`src/rtl/wdt_guard_pkg.sv`:
```
package wdt_guard_pkg;
  localparam int BASE_EXP = 6;
  localparam int TOP_EXP  = 11;
  localparam int TOP_CODE = 4;
  localparam int CNT_W    = TOP_EXP + 1;

  typedef logic [CNT_W-1:0] cnt_t;

  typedef struct packed {
    logic       irq_en;
    logic [1:0] win;
    logic       run_en;
    logic [2:0] ovf;
    logic       sleep_run;
  } cfg_t;

  // period exponent for a period code, 0 marks a prohibited code
  function automatic logic [3:0] ovf_exp(input logic [2:0] code);
    if (code < 3'(TOP_CODE)) return 4'(BASE_EXP) + 4'(code);
    if (code == 3'(TOP_CODE)) return 4'(TOP_EXP);
    return 4'd0;
  endfunction
endpackage

```
`src/rtl/wdt_guard_cfg.sv`:
```
module wdt_guard_cfg
  import wdt_guard_pkg::*;
(
  input  logic       clk,
  input  logic       rst,
  input  logic [7:0] opt_byte,
  output cfg_t       cfg,
  output cnt_t       limit,
  output cnt_t       thr,
  output cnt_t       win_start,
  output logic       bad
);
  logic [3:0] ex;

  // option byte is captured only while reset is asserted
  always_ff @(posedge clk) begin
    if (rst) cfg <= cfg_t'(opt_byte);
  end

  assign ex = ovf_exp(cfg.ovf);

  always_comb begin
    limit = (ex == 4'd0) ? '0 : (cnt_t'(1) << ex);
    thr   = (limit >> 1) + (limit >> 2);
    bad   = (ex == 4'd0) || (cfg.win == 2'b00);
    if (!cfg.sleep_run) begin
      win_start = '0;
    end else begin
      case (cfg.win)
        2'b01:   win_start = limit >> 1;
        2'b10:   win_start = limit >> 2;
        default: win_start = '0;
      endcase
    end
  end
endmodule

```
`src/rtl/wdt_guard_cnt.sv`:
```
module wdt_guard_cnt
  import wdt_guard_pkg::*;
(
  input  logic clk,
  input  logic rst,
  input  logic adv,
  input  logic clr,
  input  cnt_t limit,
  input  cnt_t thr,
  output cnt_t cnt,
  output logic ovf_hit,
  output logic thr_hit
);
  cnt_t nxt;

  assign nxt     = cnt + cnt_t'(1);
  assign ovf_hit = adv && (nxt == limit);
  assign thr_hit = adv && (nxt == thr);

  always_ff @(posedge clk) begin
    if (rst || clr)   cnt <= '0;
    else if (ovf_hit) cnt <= '0;
    else if (adv)     cnt <= nxt;
  end

  // reaching the period wraps the count to zero
  p_ovf_wrap_r3: assert property (@(posedge clk) disable iff (rst)
    ovf_hit |=> (cnt == '0));
endmodule

```
`src/rtl/wdt_guard.sv`:
```
module wdt_guard
  import wdt_guard_pkg::*;
#(
  parameter logic [7:0] KEY = 8'hAC
) (
  input  logic       clk,
  input  logic       rst,
  input  logic       tick_en,
  input  logic [7:0] opt_byte,
  input  logic       sleep_i,
  input  logic       kick_valid,
  output logic       kick_ready,
  input  logic [7:0] kick_data,
  output logic       early_irq,
  output logic       reset_req
);
  cfg_t cfg;
  cnt_t limit, thr, win_start, cnt;
  logic bad, ovf_hit, thr_hit;
  logic active, adv, take, kick_eval, kick_bad, bad_fire;
  logic armed, bad_done, irq_d, req_d;

  wdt_guard_cfg u_cfg (
    .clk(clk), .rst(rst), .opt_byte(opt_byte), .cfg(cfg),
    .limit(limit), .thr(thr), .win_start(win_start), .bad(bad)
  );

  assign active    = cfg.run_en && !bad;
  assign take      = kick_valid && kick_ready;
  assign kick_eval = take && active;
  assign kick_bad  = kick_eval && ((kick_data != KEY) || (cnt < win_start));
  // a refresh in the same cycle as a tick wins over the tick
  assign adv       = active && tick_en && (!sleep_i || cfg.sleep_run) && !kick_eval;
  assign bad_fire  = cfg.run_en && bad && !bad_done && tick_en;

  wdt_guard_cnt u_cnt (
    .clk(clk), .rst(rst), .adv(adv), .clr(kick_eval),
    .limit(limit), .thr(thr), .cnt(cnt),
    .ovf_hit(ovf_hit), .thr_hit(thr_hit)
  );

  assign irq_d = cfg.irq_en && armed && thr_hit;
  assign req_d = kick_bad || ovf_hit || bad_fire;

  always_ff @(posedge clk) begin
    if (rst) begin
      armed      <= 1'b1;
      bad_done   <= 1'b0;
      kick_ready <= 1'b0;
      early_irq  <= 1'b0;
      reset_req  <= 1'b0;
    end else begin
      kick_ready <= 1'b1;
      early_irq  <= irq_d;
      reset_req  <= req_d;
      if (bad_fire) bad_done <= 1'b1;
      if (kick_eval || ovf_hit) armed <= 1'b1;
      else if (irq_d)           armed <= 1'b0;
    end
  end

  // interrupt never fires on two cycles in a row
  p_irq_single_r4: assert property (@(posedge clk) disable iff (rst)
    early_irq |=> !early_irq);

  // correct key while window closed requests reset
  p_closed_kick_r5: assert property (@(posedge clk) disable iff (rst)
    (take && active && kick_data == KEY && cnt < win_start) |=> reset_req);

  // wrong key requests reset
  p_bad_key_r6: assert property (@(posedge clk) disable iff (rst)
    (take && active && kick_data != KEY) |=> reset_req);

  // a stopped watchdog stays silent
  p_idle_quiet_r8: assert property (@(posedge clk) disable iff (rst)
    !cfg.run_en |-> (!reset_req && !early_irq));

  // sleep freezes the count when sleep-run is off
  p_sleep_hold_r9: assert property (@(posedge clk) disable iff (rst)
    (sleep_i && !cfg.sleep_run && !kick_valid) |=> $stable(cnt));

  // a prohibited setting fires only once
  p_bad_cfg_once_r10: assert property (@(posedge clk) disable iff (rst)
    (bad && bad_done) |=> !reset_req);

  // no tick, no refresh, no movement
  p_tick_gate_r11: assert property (@(posedge clk) disable iff (rst)
    (!tick_en && !kick_valid) |=> $stable(cnt));
endmodule

```
`config.mk`:
```
export PLATFORM = sky130hd
export DESIGN_NAME = wdt_guard
export DESIGN_NICKNAME = d
export VERILOG_FILES = /design/src/rtl/wdt_guard_pkg.sv /design/src/rtl/wdt_guard_cfg.sv /design/src/rtl/wdt_guard_cnt.sv /design/src/rtl/wdt_guard.sv
export SDC_FILE = /design/constraint.sdc
export NUM_CORES = 1
export LEC_CHECK = 0
export ABC_AREA = 0
export BUFFER_PORTS_ARGS = -buffer_cell sky130_fd_sc_hd__buf_2
export CAP_MARGIN = 20
export CORE_UTILIZATION = 60
export DETAILED_ROUTE_END_ITERATION = 10
export PLACE_DENSITY = 0.81
export RECOVER_POWER = 50
export SLEW_MARGIN = 40
export SYNTH_ARGS = -nofsm -noshare
export SYNTH_HDL_FRONTEND = slang
export SYNTH_SLANG_ARGS = --single-unit
```
`constraint.sdc`:
```
create_clock -name clk -period 3.2 [get_ports clk]
set_clock_uncertainty 0.1 [all_clocks]
set_input_delay 0.32 -clock clk [delete_from_list [all_inputs] [get_ports clk]]
set_output_delay 0.32 -clock clk [all_outputs]
set_load 0.1 [all_outputs]
```
==> flow_metrics.tcl <==
set metrics [dict create \
    status "finished, final reports clean" \
    synthArstFlopShare 0 \
    path_max_fanout 5 \
    slew_viol_final 0 \
    final_cell_count_no_fill 335 \
    netlist_top_cells_area "dfxtp_1 15%, ha_1 11%, xnor2_1 11%" \
    tns_ns 0 \
    fmax_ghz 0.342 \
    crit_type "flip-flop to flip-flop" \
    grt.total_usage 0.264 \
    critPathRequiredTime_ns 3.28 \
    numPlacedInstances 331 \
    synth_edf_count 8 \
    yosysWarnings 0 \
    drc_errors 0 \
    path_clk_slew_ns 0.09 \
    nets 330 \
    clk_path_buf_depth 2 \
    maxSlewHeadroom 0.224 \
    post_cts_buffers 0 \
    synth_ff_type "dfxtp_1" \
    antenna_found_initial 0 \
    hold_violations 0 \
    yosysTopAreaCell "dfxtp_1" \
    insertion_delay_ns 0.27 \
    grt_pass1_vias 1803 \
    die_area_mm2 0.00411 \
    multi_input_area_mm2 0.00160 \
    fin_crit_ns 2.93 \
    setup_viol 0 \
    grt_pass1_wl_um 8400 \
    routed_via_density 5.83 \
    postCtsHoldBufs 0 \
    power_leakage_uw 0.00100 \
    finalCritPeriodShare 0.915 \
    drt_iter0_markers 104 \
    worst_ep_arrival_time_ns 3.01 \
    coreArea_mm2 0.00369 \
    first_pass_iters 4 \
    vias 1953 \
    numCtsBuffers 3 \
    grt_start_max_net_pins 14 \
    io_pins 24 \
    synthDistinctLibCells 63 \
    rows 22 \
    startpoint_type "flip-flop" \
    worstMarginPinSlew_ns 1.17 \
    syn_avg_cell_area_um2 9.11 \
    area_growth_pct 7.51 \
    ys_ff_latch 25 \
    cts.htree.levels 1 \
    ir_worst_vdd_mv 0.311 \
    fill_cells 334 \
    cts_root_buffer "clkbuf_8" \
    utilization 0.675 \
    ant_nets 0 \
    fin_ws_ns 0.272 \
    powerDensity_mw_per_mm2 285 \
    synth_most_common_cell "nor2_1" \
    numPortBuffers 23 \
    synthCells 254 \
    gp_congestion 0.954 \
    yosys-top-cells-count "31 x nor2_1, 28 x xnor2_1, 20 x ha_1" \
    start_util 0.628 \
    ctsResizeCount 0 \
    cts_tree "yes" \
    preCtsSetupSlack_ns 0.317 \
    drive_gt1_frac 0.178 \
    power.total_uw 710 \
    cp-end-kind "flip-flop" \
    seqCellArea_um2 581 \
    clock_sinks 25 \
    rsz0062_at_grt "no" \
    die_x_um 64.1 \
    seq_area_frac_synth 0.251 \
    n_antenna_cell 0 \
    dp.final_hpwl_um 3850 \
    chipHeight_um 64.1 \
    wirelength_um 5020 \
    cap_violations 0 \
    wl_per_cell_um 15.0 \
    syn_area_mm2 0.00231 \
    grt_overflow_total 0 \
    synth_top_area_frac 0.147 \
    hp-class "primary input to flip-flop" \
]
[power by group]
| part | total, uW | leakage [uW] | switching (uW) | internal [uW] |
|---|---|---|---|---|
| logic | 169 | 0.000765 | 95.3 | 74.2 |
| registers | 350 | 0.000216 | 10.6 | 339 |
| clock network | 190 | 0.0000228 | 101 | 89.2 |
[worst paths after layout]
path / end / slack, ns / from / depth (start not counted)
max reg2reg: armed / 0.27 / u_cfg.cfg[3] / 10
min reg2reg: armed / 0.38 / armed / 1
min: u_cfg.cfg[7] / 0.12 / opt_byte[7] / 1
max: armed / 0.27 / u_cfg.cfg[3] / 10
[kinds of logic (layout without fill, tap and decap cells)]
logic type               after synthesis  after routing  synth area share
AND/OR/NAND/NOR                      103            103             0.261
flip-flops                            25             25             0.251
other                                  2             14           0.00324
multiplexers                           3              3            0.0130
AO/OA/AOI/OAI                         40             40             0.129
adder cells (fa/ha/maj)               21             21             0.117
XOR/XNOR                              39             39             0.148
buffers and inverters                 21             42            0.0789
[layout by cell type, fill, tap and decap left out, types with 10 or more instances in the layout]
cell type / n
nor2_1: 31
conb_1: 14
xnor2_1: 28
xor2_1: 11
ha_1: 20
buf_4: 10
nand2_1: 15
buf_2: 21
dfxtp_1: 17
[critical path, cell delays in order, from the launching register on]
cell and delay [ns]:
edfxtp_1 0.38, or2b_1 0.30, nor2_1 0.22, ha_1 0.25
nand4b_1 0.13, xor2_1 0.20, nor2b_4 0.14, a41oi_1 0.19
o221ai_1 0.13, or4_1 0.59, a21o_1 0.20
[stage by stage]
step | area, um^2 | hold slack, ns
2_1_floorplan | 2360 | 0.277
4_1_cts | 2490 | 0.116
6_report | 2490 | 0.116
5_1_grt | 2490 | 0.113
3_3_place_gp | 2450 | 0.362
3_5_place_dp | 2450 | 0.361
[state kept, by name (all words and copies together) (netlist names)]
name / flops
armed: 1
bad_done: 1
early_irq: 1
kick_ready: 1
reset_req: 1
u_cfg.cfg: 8
u_cnt.cnt: 12
[routing by layer]
metal  vias up  GRT usage  share of wire
met3        10     0.0464          0.071
met2        70      0.406           0.44
met5         -          0              0
met1       908      0.373           0.47
met4         0     0.0889          0.018
li1        965          -              -
[layout make-up]
| class | count | area share |
|---|---|---|
| clock buffers | 4 | 0.0181 |
| inverters | 5 | 0.00754 |
| multi-input cells | 220 | 0.642 |
| flip-flops and latches | 25 | 0.233 |
| well taps | 48 | 0.0241 |
| repair buffers | 33 | 0.0754 |
Note: power is estimated with default switching activity, not from simulation.
